<file path="src/rtl/pgwalk_pkg.sv">
package pgwalk_pkg;
  // Entries are 4 bytes wide.
  localparam int ENT_LG = 2;

  // Status and control bit positions inside an entry.
  localparam int PRESENT_BIT = 0;
  localparam int ACC_BIT     = 5;
  localparam int DIRTY_BIT   = 6;
  localparam int LARGE_BIT   = 7;

  typedef enum logic [2:0] {
    ST_IDLE,
    ST_DIR_RD,
    ST_DIR_WB,
    ST_TBL_RD,
    ST_TBL_WB,
    ST_RESP
  } walk_st_e;
endpackage

</file>
<file path="src/rtl/pgwalk_base_reg.sv">
module pgwalk_base_reg #(
  parameter int FRM_W = 20
) (
  input  logic             clk,
  input  logic             rst_n,
  input  logic             we_i,
  input  logic [FRM_W-1:0] frame_i,
  output logic [FRM_W-1:0] frame_o
);
  always_ff @(posedge clk) begin
    if (!rst_n)    frame_o <= '0;
    else if (we_i) frame_o <= frame_i;
  end
endmodule

</file>
<file path="src/rtl/pgwalk_addr_gen.sv">
module pgwalk_addr_gen
  import pgwalk_pkg::*;
#(
  parameter int ADDR_W = 32,
  parameter int OFF_W  = 12
) (
  input  logic [ADDR_W-OFF_W-1:0] base_frame_i,
  input  logic [ADDR_W-1:0]       va_i,
  input  logic [ADDR_W-OFF_W-1:0] pde_frame_i,
  input  logic [ADDR_W-OFF_W-1:0] pte_frame_i,
  output logic [ADDR_W-1:0]       dir_addr_o,
  output logic [ADDR_W-1:0]       tbl_addr_o,
  output logic [ADDR_W-1:0]       small_pa_o,
  output logic [ADDR_W-1:0]       large_pa_o
);
  localparam int FRM_W  = ADDR_W - OFF_W;
  localparam int TIDX_W = OFF_W - ENT_LG;
  localparam int DIDX_W = FRM_W - TIDX_W;
  localparam int LOFF_W = OFF_W + TIDX_W;

  logic [DIDX_W-1:0] dir_idx;
  logic [TIDX_W-1:0] tbl_idx;

  always_comb begin
    dir_idx    = va_i[ADDR_W-1 -: DIDX_W];
    tbl_idx    = va_i[LOFF_W-1 -: TIDX_W];
    dir_addr_o = {base_frame_i, {OFF_W{1'b0}}} + (ADDR_W'(dir_idx) << ENT_LG);
    tbl_addr_o = {pde_frame_i, {OFF_W{1'b0}}} + (ADDR_W'(tbl_idx) << ENT_LG);
    small_pa_o = {pte_frame_i, va_i[OFF_W-1:0]};
    large_pa_o = {pde_frame_i[FRM_W-1 -: DIDX_W], va_i[LOFF_W-1:0]};
  end
endmodule

</file>
<file path="src/rtl/pgwalk_status_upd.sv">
module pgwalk_status_upd
  import pgwalk_pkg::*;
#(
  parameter int ENT_W = 32
) (
  input  logic [ENT_W-1:0] entry_i,
  input  logic             tbl_level_i,
  input  logic             pse_i,
  input  logic             write_i,
  output logic             present_o,
  output logic             large_o,
  output logic [ENT_W-1:0] new_o,
  output logic             changed_o
);
  logic             last_lvl;
  logic [ENT_W-1:0] set_mask;

  always_comb begin
    present_o = entry_i[PRESENT_BIT];
    large_o   = !tbl_level_i && pse_i && entry_i[LARGE_BIT];
    last_lvl  = tbl_level_i || large_o;
    set_mask  = '0;
    set_mask[ACC_BIT]   = 1'b1;
    set_mask[DIRTY_BIT] = last_lvl && write_i;
    new_o     = entry_i | set_mask;
    changed_o = (new_o != entry_i);
  end
endmodule

</file>
<file path="src/rtl/pgwalk_top.sv">
module pgwalk_top
  import pgwalk_pkg::*;
#(
  parameter int ADDR_W = 32,
  parameter int OFF_W  = 12
) (
  input  logic                    clk,
  input  logic                    rst_n,
  input  logic                    base_we_i,
  input  logic [ADDR_W-OFF_W-1:0] base_frame_i,
  input  logic                    pse_en_i,
  input  logic                    req_valid_i,
  output logic                    req_ready_o,
  input  logic [ADDR_W-1:0]       req_vaddr_i,
  input  logic                    req_write_i,
  output logic                    rsp_valid_o,
  output logic                    rsp_fault_o,
  output logic [ADDR_W-1:0]       rsp_paddr_o,
  output logic                    mem_valid_o,
  input  logic                    mem_ready_i,
  output logic                    mem_we_o,
  output logic [ADDR_W-1:0]       mem_addr_o,
  output logic [ADDR_W-1:0]       mem_wdata_o,
  input  logic [ADDR_W-1:0]       mem_rdata_i
);
  localparam int FRM_W = ADDR_W - OFF_W;

  walk_st_e          st;
  logic [FRM_W-1:0]  base_live, base_lat;
  logic [ADDR_W-1:0] va_q, pde_q, pte_q, paddr_q;
  logic              wr_q, pse_q, fault_q;

  logic [ADDR_W-1:0] lvl_entry, upd_entry, dir_addr, tbl_addr, small_pa, large_pa;
  logic [FRM_W-1:0]  pde_frame, pte_frame;
  logic              tbl_lvl, ent_present, ent_large, ent_changed;

  pgwalk_base_reg #(.FRM_W(FRM_W)) u_base (
    .clk     (clk),
    .rst_n   (rst_n),
    .we_i    (base_we_i),
    .frame_i (base_frame_i),
    .frame_o (base_live)
  );

  always_comb begin
    tbl_lvl   = (st == ST_TBL_RD) || (st == ST_TBL_WB);
    case (st)
      ST_DIR_RD, ST_TBL_RD: lvl_entry = mem_rdata_i;
      ST_DIR_WB:            lvl_entry = pde_q;
      default:              lvl_entry = pte_q;
    endcase
    pde_frame = (st == ST_DIR_RD) ? mem_rdata_i[ADDR_W-1:OFF_W] : pde_q[ADDR_W-1:OFF_W];
    pte_frame = (st == ST_TBL_RD) ? mem_rdata_i[ADDR_W-1:OFF_W] : pte_q[ADDR_W-1:OFF_W];
  end

  pgwalk_status_upd #(.ENT_W(ADDR_W)) u_upd (
    .entry_i     (lvl_entry),
    .tbl_level_i (tbl_lvl),
    .pse_i       (pse_q),
    .write_i     (wr_q),
    .present_o   (ent_present),
    .large_o     (ent_large),
    .new_o       (upd_entry),
    .changed_o   (ent_changed)
  );

  pgwalk_addr_gen #(.ADDR_W(ADDR_W), .OFF_W(OFF_W)) u_addr (
    .base_frame_i (base_lat),
    .va_i         (va_q),
    .pde_frame_i  (pde_frame),
    .pte_frame_i  (pte_frame),
    .dir_addr_o   (dir_addr),
    .tbl_addr_o   (tbl_addr),
    .small_pa_o   (small_pa),
    .large_pa_o   (large_pa)
  );

  always_ff @(posedge clk) begin
    if (!rst_n) begin
      st       <= ST_IDLE;
      base_lat <= '0;
      va_q     <= '0;
      pde_q    <= '0;
      pte_q    <= '0;
      paddr_q  <= '0;
      wr_q     <= 1'b0;
      pse_q    <= 1'b0;
      fault_q  <= 1'b0;
    end else begin
      case (st)
        ST_IDLE: if (req_valid_i) begin
          va_q     <= req_vaddr_i;
          wr_q     <= req_write_i;
          pse_q    <= pse_en_i;
          base_lat <= base_live;
          fault_q  <= 1'b0;
          st       <= ST_DIR_RD;
        end
        ST_DIR_RD: if (mem_ready_i) begin
          pde_q <= mem_rdata_i;
          if (!ent_present) begin
            fault_q <= 1'b1;
            paddr_q <= '0;
            st      <= ST_RESP;
          end else if (ent_changed) begin
            st <= ST_DIR_WB;
          end else if (ent_large) begin
            paddr_q <= large_pa;
            st      <= ST_RESP;
          end else begin
            st <= ST_TBL_RD;
          end
        end
        ST_DIR_WB: if (mem_ready_i) begin
          if (ent_large) begin
            paddr_q <= large_pa;
            st      <= ST_RESP;
          end else begin
            st <= ST_TBL_RD;
          end
        end
        ST_TBL_RD: if (mem_ready_i) begin
          pte_q <= mem_rdata_i;
          if (!ent_present) begin
            fault_q <= 1'b1;
            paddr_q <= '0;
            st      <= ST_RESP;
          end else if (ent_changed) begin
            st <= ST_TBL_WB;
          end else begin
            paddr_q <= small_pa;
            st      <= ST_RESP;
          end
        end
        ST_TBL_WB: if (mem_ready_i) begin
          paddr_q <= small_pa;
          st      <= ST_RESP;
        end
        default: st <= ST_IDLE;
      endcase
    end
  end

  always_comb begin
    req_ready_o = (st == ST_IDLE);
    rsp_valid_o = (st == ST_RESP);
    rsp_fault_o = fault_q;
    rsp_paddr_o = paddr_q;
    mem_valid_o = (st == ST_DIR_RD) || (st == ST_DIR_WB) ||
                  (st == ST_TBL_RD) || (st == ST_TBL_WB);
    mem_we_o    = (st == ST_DIR_WB) || (st == ST_TBL_WB);
    mem_addr_o  = tbl_lvl ? tbl_addr : dir_addr;
    mem_wdata_o = mem_we_o ? upd_entry : '0;
  end
endmodule

</file>
<file path="config.mk">
export PLATFORM = sky130hd
export DESIGN_NAME = pgwalk_top
export DESIGN_NICKNAME = d
export VERILOG_FILES = /design/src/rtl/pgwalk_pkg.sv /design/src/rtl/pgwalk_base_reg.sv /design/src/rtl/pgwalk_addr_gen.sv /design/src/rtl/pgwalk_status_upd.sv /design/src/rtl/pgwalk_top.sv
export SDC_FILE = /design/constraint.sdc
export NUM_CORES = 1
export LEC_CHECK = 0
export ABC_CLOCK_PERIOD_IN_PS = 2070
export BUFFER_PORTS_ARGS = -buffer_cell sky130_fd_sc_hd__buf_2
export CORE_ASPECT_RATIO = 2
export CORE_MARGIN = 4
export CORE_UTILIZATION = 28
export DETAILED_ROUTE_END_ITERATION = 16
export PLACE_DENSITY = 0.5
export SYNTH_ARGS = -nofsm -noshare
export SYNTH_HDL_FRONTEND = slang
export SYNTH_SLANG_ARGS = --single-unit
export TNS_END_PERCENT = 20
</file>
<file path="constraint.sdc">
create_clock -name clk -period 2.07 [get_ports clk]
set_input_delay 0.3105 -clock clk [delete_from_list [all_inputs] [get_ports clk]]
set_output_delay 0.3105 -clock clk [all_outputs]
set_load 0.02 [all_outputs]
</file>
# ---- Word-level counts from Yosys, hierarchy flattened
# Cells that the tools add are included.
dict set report totals {
  reg_bits 174
  latchBits 0
  ram_bits 0
  mem_bits_ro 0
  out_inout_bits 101
  word_cells 78
  memories 0
}
dict set report classes {
  n_addsub 2
  n_mul 0
  n_div 0
  magnitude_cmp 0
  eq_ne 15
  shifts 0
  mux 30
  bitwise_logic 1
  reduce_logical 20
}
# cell count
set op_table {}
lappend op_table {{$mux 32} 11}
lappend op_table {{$pmux 32 s4} 1}
lappend op_table {{$add 32x12->32} 2}
lappend op_table {{$pmux 32 s2} 1}
lappend op_table {{$mux 20} 2}
lappend op_table {{$ne 32x32->1} 1}
lappend op_table {{$or 32x7->32} 1}
lappend op_table {{$mux 3} 8}
lappend op_table {{$pmux 3 s5} 1}
lappend op_table {{$ne 2x2->1 const B} 6}
lappend op_table {{$reduce_and 7->1} 1}
lappend op_table {{$eq 3x2->1 const B} 2}
lappend op_table {{$eq 3x3->1 const B} 2}
lappend op_table {{$logic_or 1x1->1} 6}
lappend op_table {{$ne 3x3->1 const B} 2}
lappend op_table {{$reduce_and 2->1} 3}
lappend op_table {{$mux 1} 5}
lappend op_table {{$reduce_and 5->1} 1}
lappend op_table {{$reduce_and 4->1} 1}
lappend op_table {{$reduce_bool 4->1} 1}
lappend op_table {{$eq 3x1->1 const B} 1}
lappend op_table {{$logic_and 1x1->1} 3}
lappend op_table {{$logic_not 3->1} 1}
lappend op_table {{$ne 2x1->1 const B} 1}
lappend op_table {{other kinds (4)} 4}

# ---- Longest topological paths before layout
# Gate-level depths: netlist of the first run.
dict set report depth {
  word_depth 13
  mapped_depth 8
  ltp_nobuf 5
}

# ---- By module
# Synthesis of the first run repeated with hierarchy kept, for this count alone.
dict set report unflattened {
  hier_cells 1205
  area_unflattened_um2 10201.0
}
# module n_inst cells_each area_each_um2
set by_module_without_submodules {}
lappend by_module_without_submodules {pgwalk_top 1 973 8196.6}
lappend by_module_without_submodules {pgwalk_addr_gen 1 129 964.7}
lappend by_module_without_submodules {pgwalk_base_reg 1 64 755.7}
lappend by_module_without_submodules {pgwalk_status_upd 1 39 284.0}

# ---- Worst setup path after synthesis of the first run
# OpenSTA, ideal clock, no wires.
dict set report synth_timing {
  kind {register -> output}
  from {reg st[1]}
  to {out mem_wdata_o[21]}
  arrival_ns 1.916
  required_ns 1.760
  slack_ns -0.157
  stages_incl_launch_ff 9
  path_buffers 5
  path_cell_list {dfxtp_1 > buf_2 > clkbuf_1 > clkbuf_1 > nor2_1 > clkbuf_1 > buf_1 > a22oi_1 > nor2_1}
}
dict set report synth_via {
  elab_chain_cells 5
}
# item line
set synth_lines {}
lappend synth_lines {{from (decl)} pgwalk_top.sv:28} ;# walk_st_e st;
lappend synth_lines {{from (signal assigned)} pgwalk_top.sv:80} ;# st <= ST_IDLE;
lappend synth_lines {{from (signal assigned)} pgwalk_top.sv:97} ;# st <= ST_DIR_RD;
lappend synth_lines {{from (signal assigned)} pgwalk_top.sv:104} ;# st <= ST_RESP;
lappend synth_lines {{$eq 3x2->1 / $eq 3x1->1 (equally long branches)} pgwalk_top.sv:47} ;# case (st)
lappend synth_lines {{$reduce_or 2->1 (no source line)} n/a}
lappend synth_lines {{$pmux 32 s2} pgwalk_top.sv:47}
lappend synth_lines {{$or 32x7->32} pgwalk_status_upd.sv:25} ;# new_o = entry_i | set_mask;
lappend synth_lines {{$mux 32 *} pgwalk_top.sv:153} ;# mem_wdata_o = mem_we_o ? upd_entry : '0;
lappend synth_lines {{to (decl)} pgwalk_top.sv:23} ;# output logic [ADDR_W-1:0] mem_wdata_o,
# Every way passes the cells marked *; elsewhere a longest branch is shown, timed or not.

# ---- Worst setup path in the final report of the first run
dict set report layout_timing {
  from {reg st[2]}
  to {out mem_addr_o[31]}
}
dict set report layout_via {
  elab_chain_cells 4
}
# item line
set layout_lines {}
lappend layout_lines {{$eq 3x1->1} pgwalk_top.sv:52} ;# pde_frame = (st == ST_DIR_RD) ? mem_rdata_i[ADDR_W-1:OFF_W] : pde_q[ADDR_W-1:OFF_W];
lappend layout_lines {{$mux 20} pgwalk_top.sv:52}
lappend layout_lines {{$add 32x12->32} pgwalk_addr_gen.sv:28} ;# tbl_addr_o = {pde_frame_i, {OFF_W{1'b0}}} + (ADDR_W'(tbl_idx) << ENT_LG);
lappend layout_lines {{$mux 32 *} pgwalk_top.sv:152} ;# mem_addr_o = tbl_lvl ? tbl_addr : dir_addr;
lappend layout_lines {{to (decl)} pgwalk_top.sv:22} ;# output logic [ADDR_W-1:0] mem_addr_o,
# Marked as above.

==> results of run 1 <==
## repair_timing
item | 4_1_cts | 5_1_grt
setup endpoints to repair | 100 | 100
buffers inserted | 25 | 4
gates cloned | 6 | 0
resized for setup | 198 | 53
pin swaps | 49 | 28
## logic make-up after synthesis
logic type,count (synthesis)
buffers and inverters,108
AOI/OAI and AO/OA,275
other,1
and+or+nand+nor,485
DFF,174
xor gates and xnor gates,1
muxes,20
## worst paths after layout
check | to | slack (ns) | cells past startpoint | from
min reg2reg | base_lat[9] | 0.45 | 2 | u_base.frame_o[9]
max reg2reg | rsp_paddr_o[0] | -0.23 | 11 | st[1]
min | va_q[1] | 0.1 | 3 | req_vaddr_i[1]
max | mem_addr_o[31] | -0.29 | 9 | st[2]
## synth_stat cells, drive strengths merged, types with 4 or more instances
cell,count
mux2i,20
inv,16
a21oi,145
a22oi,28
a211oi,10
nor2,60
nand2,389
clkbuf,68
o21ai,18
o22ai,14
a222oi,10
and2,4
nand3,11
a221oi,11
o32ai,10
a311o,10
dfxtp,174
buf,24
## registers in the layout, summed over array words and instances (netlist names)
name	flops
st	3
pte_q	32
va_q	32
rsp_paddr_o	32
rsp_fault_o	1
pse_q	1
u_base.frame_o	20
base_lat	20
pde_q	32
wr_q	1
## layout make-up
type | instances | area, µm² | area share
Timing Repair Buffer | 301 | 2520 | 0.218
Clock inverter | 14 | 156 | 0.0135
Sequential cell | 174 | 3490 | 0.303
Tap cell | 352 | 440 | 0.0381
Multi-Input combinational cell | 783 | 4430 | 0.384
Inverter | 16 | 66.3 | 0.00574
Clock buffer | 18 | 439 | 0.0380
## stage by stage
stage | hold slack [ns] | setup WS (ns) | total power, mW | TNS [ns]
after floorplan | 0.431 | -0.0238 | 4.30 | -0.0238
after global placement | 0.439 | -0.139 | 4.87 | -3.87
after detailed placement | 0.444 | -0.162 | 4.87 | -3.46
after CTS | 0.0613 | -0.297 | 8.41 | -17.41
after global routing | 0.0837 | -0.343 | 8.68 | -24.35
final | 0.0959 | -0.290 | 8.33 | -16.83
## worst min-delay path, cell delays in order
cell and delay (ns):
sky130_fd_sc_hd__buf_2 0.09, sky130_fd_sc_hd__nand2_1 0.04, sky130_fd_sc_hd__a21oi_1 0.05
## power breakdown
group | internal, mW | switching [mW] | leakage [nW]
Sequential | 3.49 | 0.118 | 1.42
Combinational | 0.586 | 0.829 | 3.02
Clock | 1.83 | 1.48 | 0.286
Total | 5.91 | 2.43 | 4.73
## per-layer routing
metal,global-route usage,up-vias,part of all wire
li1,-,4077,-
met1,0.219,3989,0.35
met2,0.369,320,0.53
met3,0.0330,100,0.047
met4,0.148,0,0.067
met5,0,-,0
==> run summary, run 1 <==
Die
- width of the die: 127 µm
- vertical die dimension: 245 µm
- I/O pins: 192
- starting density of the core: 0.285
- overall die area: 31100 µm²
- area of the placeable core: 27700 µm²
- Placement Rows: 86

Yosys
- cell count after synthesis: 1064
- per-instance average area after synthesis: 7.41 µm²
- largest cells by area after synthesis: sky130_fd_sc_hd__dfxtp_1 44%, sky130_fd_sc_hd__nand2_1 19%, sky130_fd_sc_hd__a21oi_1 9.2%, sky130_fd_sc_hd__clkbuf_1 3.2%, sky130_fd_sc_hd__nor2_1 2.9%
- FFs w/ async S/R, synth: 0
- number of synthesized register bits: 174
- multiplexer share of the synthesized area: 0.0254
- XOR/XNOR Fraction of Synth Area: 0.00111
- fraction of synthesized cell area taken by the top area cell type: 0.442
- largest family of logic cells by synthesized area: simple AND/OR/NAND/NOR gates
- Syn Std Cell Area: 7890 µm²
- cell accounting for the most synthesized area: sky130_fd_sc_hd__dfxtp_1
- count of distinct cell types in the synthesized netlist: 55
- share of the synthesized area in compound gates (AO/OA/AOI/OAI): 0.231
- Synth Warn #: 0
- leading register cell type out of synthesis: sky130_fd_sc_hd__dfxtp_1
- number of flops mapped to enable cells by yosys: 0
- area share of and/or/nand/nor cells after synthesis: 0.243
- portion of the post-synthesis area used by sequential elements: 0.442
- fraction of the mapped netlist area in adder cells: 0

Routing
- Detailed Routing Iterations Pass 1: 6
- DRC errors left: 0
- antenna violation net count after detailed routing: 0
- Routed WL: 33.1 mm
- post-detailed-route wirelength per cell: 20.0 µm
- count of routing violations after the opening detailed-route iteration: 622
- routed via count: 8486
- via density per instance: 5.12

Cells and area
- layout cell share with drive strength beyond 1: 0.349
- fill cell count: 2847
- count of placed standard cells in the final layout, fillers left out: 1658
- post-layout instance area: 11500 µm²
- area delta synth->final: 46.4%
- post-layout utilization of the core: 0.418
- Ant. Diodes: 0
- leading cell type in the layout, fill and taps excluded: sky130_fd_sc_hd__nand2_1
- leading cell types in the layout, fill and taps excluded: 331 x sky130_fd_sc_hd__nand2_1, 171 x sky130_fd_sc_hd__dfxtp_1, 143 x sky130_fd_sc_hd__a21oi_1, 126 x sky130_fd_sc_hd__buf_2, 93 x sky130_fd_sc_hd__buf_4
- number of nets in the layout: 1384

Global route
- largest net degree at the start of global routing: 69
- wire length of the first global-routing pass: 48.8 mm
- antenna violations before repair: 0
- global-route total usage across every layer: 0.208
- total gr overflow: 0
- number of global-route vias before repair: 8260

Status
- violations in the final reports: negative setup slack
- outcome: finished with violations

Placed design
- total of buffers placed on input and output ports: 189
- half-perimeter wire length after detailed placement: 23.7 mm
- RePlAce Congestion: 0.920
- placed instance area: 9730 µm²
- number of cells in the design after placement: 1591

Clock tree
- maximum level of the CTS H-tree: 4
- TritonCTS Buffers: 17
- CTS Sinks: 174
- number of hold-repair buffers added at the cts stage: 0
- insertion delay to the later sink of the worst-skew pair: 0.45 ns
- CTS tree: done
- buffer levels on the longest clock path: 2
- Clock Pin Slew Worst Setup and Hold Paths: 0.07 ns
- buffer type at the clock tree root: sky130_fd_sc_hd__clkbuf_16

Critical path
- crit path max fanout: 6
- dominant delay contributor by cell family on the critical path: buffers and inverters
- data arrival time of the worst path: 2.05 ns
- WP data required: 1.76 ns
- buffer and inverter count on the worst path: 5
- launching element type of the critical path: flip-flop
- delay of the slowest critical-path stage: 0.39 ns
- cell at the slowest stage of the critical path: sky130_fd_sc_hd__dfxtp_4
- Setup crit end kind: output pin
- WS Path Type: reg -> out
- most used cell along the critical path: sky130_fd_sc_hd__buf_6
- cell-by-cell trace of the critical path: buf_6 > nor3b_4 > buf_6 > a21oi_4 > buf_6 > buf_12 > nand2_1 > nand2_4 > buf_6

Min path
- worst hold path type: in -> reg

Power
- Max IR drop VDD: 433 µV
- power density over cell area: 721 nW/µm²
- cell leakage power: 4.73 nW

Timing
- worst slew margin relative to its limit: 0.536
- measured slew at the worst slew-check pin: 0.693 ns
- pins over their slew limit: 0
- final setup margin: -0.290 ns
- minimum clock period after layout: 2.36 ns
- final setup vio count: 97
- clk_skew: 0.0143 ns
- Fmax achieved: 424 MHz
- RSZ-0062 raised after global routing: true
- final hold viol count: 0
- fraction of the cycle the final worst path needs: 1.14

Flow run
- maximum capacitance violations: 0

Note: power is estimated with default switching activity, not from simulation.
==> run 2: changes to the inputs <==
ABC_CLOCK_PERIOD_IN_PS = 2500   (was 2070)
CORE_MARGIN = 2   (was 4)
PLACE_DENSITY = 0.48   (was 0.5)
SETUP_SLACK_MARGIN = 0.15   (was unset)
clock period = 2.5 ns   (was 2.07 ns; I/O delays follow)
==> run 2 against run 1 <==
Against the previous run: the flow now finishes without violations; largest cell class unchanged; critical path depth decreased by 1; sequential power shrank 17%; first-iteration DRC count rose by 5.1%; critical path type unchanged; flip-flop and latch count unchanged; global-route usage is 0.67 points higher; critical endpoint is now mem_wdata_o[0]; register-to-register slack improved by 0.37 ns; clock skew fell by 0.0052 ns.
==> run summary, run 2 (synthesis gave the netlist of run 1 again) <==
Timing
- worst slew margin relative to its limit: 0.446
- fraction of the cycle the final worst path needs: 0.994
- minimum clock period after layout: 2.48 ns
- measured slew at the worst slew-check pin: 0.831 ns
- final setup vio count: 0
- clk_skew: 0.00902 ns
- Fmax achieved: 403 MHz
- pins over their slew limit: 0
- Final Hold Slack: 0.158 ns
- final hold viol count: 0
- RSZ-0062 raised after global routing: true

Power
- fraction of power spent switching nets: 0.297
- Max IR drop VDD: 475 µV
- internal power component: 4.62 mW
- power density over cell area: 600 nW/µm²
- cell leakage power: 4.37 nW
- Clk pwr share: 0.381
- switching power: 1.96 mW
- portion of total power attributed to sequential cells: 0.454
- combinational share of power: 0.165

Clock tree
- number of hold-repair buffers added at the cts stage: 0
- CTS tree: done
- buffer levels on the longest clock path: 2
- CTS Sinks: 174
- insertion delay to the later sink of the worst-skew pair: 0.45 ns
- Clock Pin Slew Worst Setup and Hold Paths: 0.07 ns
- maximum level of the CTS H-tree: 4
- buffer type at the clock tree root: sky130_fd_sc_hd__clkbuf_16
- TritonCTS Buffers: 17

Global route
- number of global-route vias before repair: 8025
- antenna violations before repair: 2
- global-route total usage across every layer: 0.214
- wire length of the first global-routing pass: 47.4 mm
- largest net degree at the start of global routing: 55
- total gr overflow: 0

Critical path
- WP data required: 2.12 ns
- cell at the slowest stage of the critical path: sky130_fd_sc_hd__dfxtp_4
- delay of the slowest critical-path stage: 0.39 ns
- buffer and inverter count on the worst path: 5
- cell-by-cell trace of the critical path: buf_6 > clkinvlp_4 > buf_12 > nor2_4 > buf_4 > o21ai_2 > nor2_1 > buf_2
- data arrival time of the worst path: 2.11 ns
- Setup crit end kind: output pin
- dominant delay contributor by cell family on the critical path: buffers and inverters
- crit path max fanout: 5
- launching element type of the critical path: flip-flop
- WS Path Type: reg -> out

Cells and area
- layout cell share with drive strength beyond 1: 0.297
- area delta synth->final: 38.9%
- sequential cell area: 3490 µm²
- leading cell types in the layout, fill and taps excluded: 371 x sky130_fd_sc_hd__nand2_1, 171 x sky130_fd_sc_hd__dfxtp_1, 157 x sky130_fd_sc_hd__buf_2, 144 x sky130_fd_sc_hd__a21oi_1, 66 x sky130_fd_sc_hd__buf_4
- area of the multi-input gates: 4200 µm²
- number of nets in the layout: 1364
- post-layout utilization of the core: 0.396
- leading cell type in the layout, fill and taps excluded: sky130_fd_sc_hd__nand2_1
- fill cell count: 2890

Routing
- Detailed Routing Iterations Pass 1: 6
- via density per instance: 5.11
- met3 wire length: 1.68 mm
- post-detailed-route wirelength per cell: 19.5 µm
- Routed WL: 31.9 mm
- Routed met1 length: 11.1 mm
- routed via count: 8375
- antenna violation net count after detailed routing: 0
- count of routing violations after the opening detailed-route iteration: 654
- DRC errors left: 0
- highest routed layer: met5
- met2 wire len: 17.4 mm

Placed design
- RePlAce Congestion: 0.851
- half-perimeter wire length after detailed placement: 21.4 mm
- total of buffers placed on input and output ports: 189

Die
- overall die area: 29600 µm²
- I/O pins: 192
- starting density of the core: 0.285
- width of the die: 123 µm
- vertical die dimension: 241 µm
- area of the placeable core: 27700 µm²
- Placement Rows: 86

Min path
- worst hold path type: in -> reg

Status
- outcome: completed

Flow run
- maximum capacitance violations: 0

-- run 2: final timing paths --
check	startpoint	to	slack (ns)	cells after the start
setup / recovery	st[2]	mem_wdata_o[0]	0.02	8
hold / removal	base_frame_i[1]	u_base.frame_o[1]	0.16	3
setup reg to reg	st[0]	rsp_paddr_o[7]	0.14	7
hold reg to reg	u_base.frame_o[15]	base_lat[15]	0.45	2
-- run 2: layer usage --
layer / up-vias / global-route usage
met2: 310 / 0.390
met5: - / 0
li1: 4042 / -
met1: 3932 / 0.225
met4: 2 / 0.125
met3: 89 / 0.0412
-- run 2: worst min-delay path, cell delays in order --
cell and delay [ns]:
sky130_fd_sc_hd__buf_2 0.07, sky130_fd_sc_hd__mux2i_1 0.05, sky130_fd_sc_hd__nor2_1 0.07
-- run 2: power groups by stage --
stage	registers, mW	logic, mW	clock network (mW)
2_1_floorplan	3.02	0.529	0
3_3_place_gp	3.04	0.909	0
3_5_place_dp	3.05	0.912	0
4_1_cts	2.98	1.04	2.59
5_1_grt	2.99	1.18	2.70
6_report	2.98	1.08	2.51
-- run 2: metrics by stage --
stage | cells | instance area (µm²) | setup slack, ns | setup TNS (ns) | power [mW]
3_3_place_gp | 1558 | 9360 | 0.0534 | 0 | 3.95
4_1_cts | 1622 | 10600 | 0.0806 | 0 | 6.61
3_5_place_dp | 1558 | 9360 | 0.0345 | 0 | 3.96
6_report | 1639 | 11000 | 0.0160 | 0 | 6.57
5_1_grt | 1639 | 11000 | -0.0112 | -0.0129 | 6.87
2_1_floorplan | 1065 | 7890 | 0.209 | 0 | 3.55
-- run 2: cell type report --
type                            instances  share of cell area
Timing Repair Buffer                  281               0.202
Clock inverter                         12             0.00788
Tap cell                              352              0.0402
Sequential cell                       174               0.319
Clock buffer                           20              0.0408
Multi-Input combinational cell        783               0.384
Antenna cell                            1            0.000228
Inverter                               16             0.00640
-- run 2: what timing repair did --
action | 4_1_cts | 5_1_grt
hold endpoints to repair | 0 | 0
setup buffers | 25 | 13
gates resized for setup | 84 | 58
gates cloned | 7 | 3
pin swaps | 16 | 22
endpoints found under the setup margin | 96 | 95
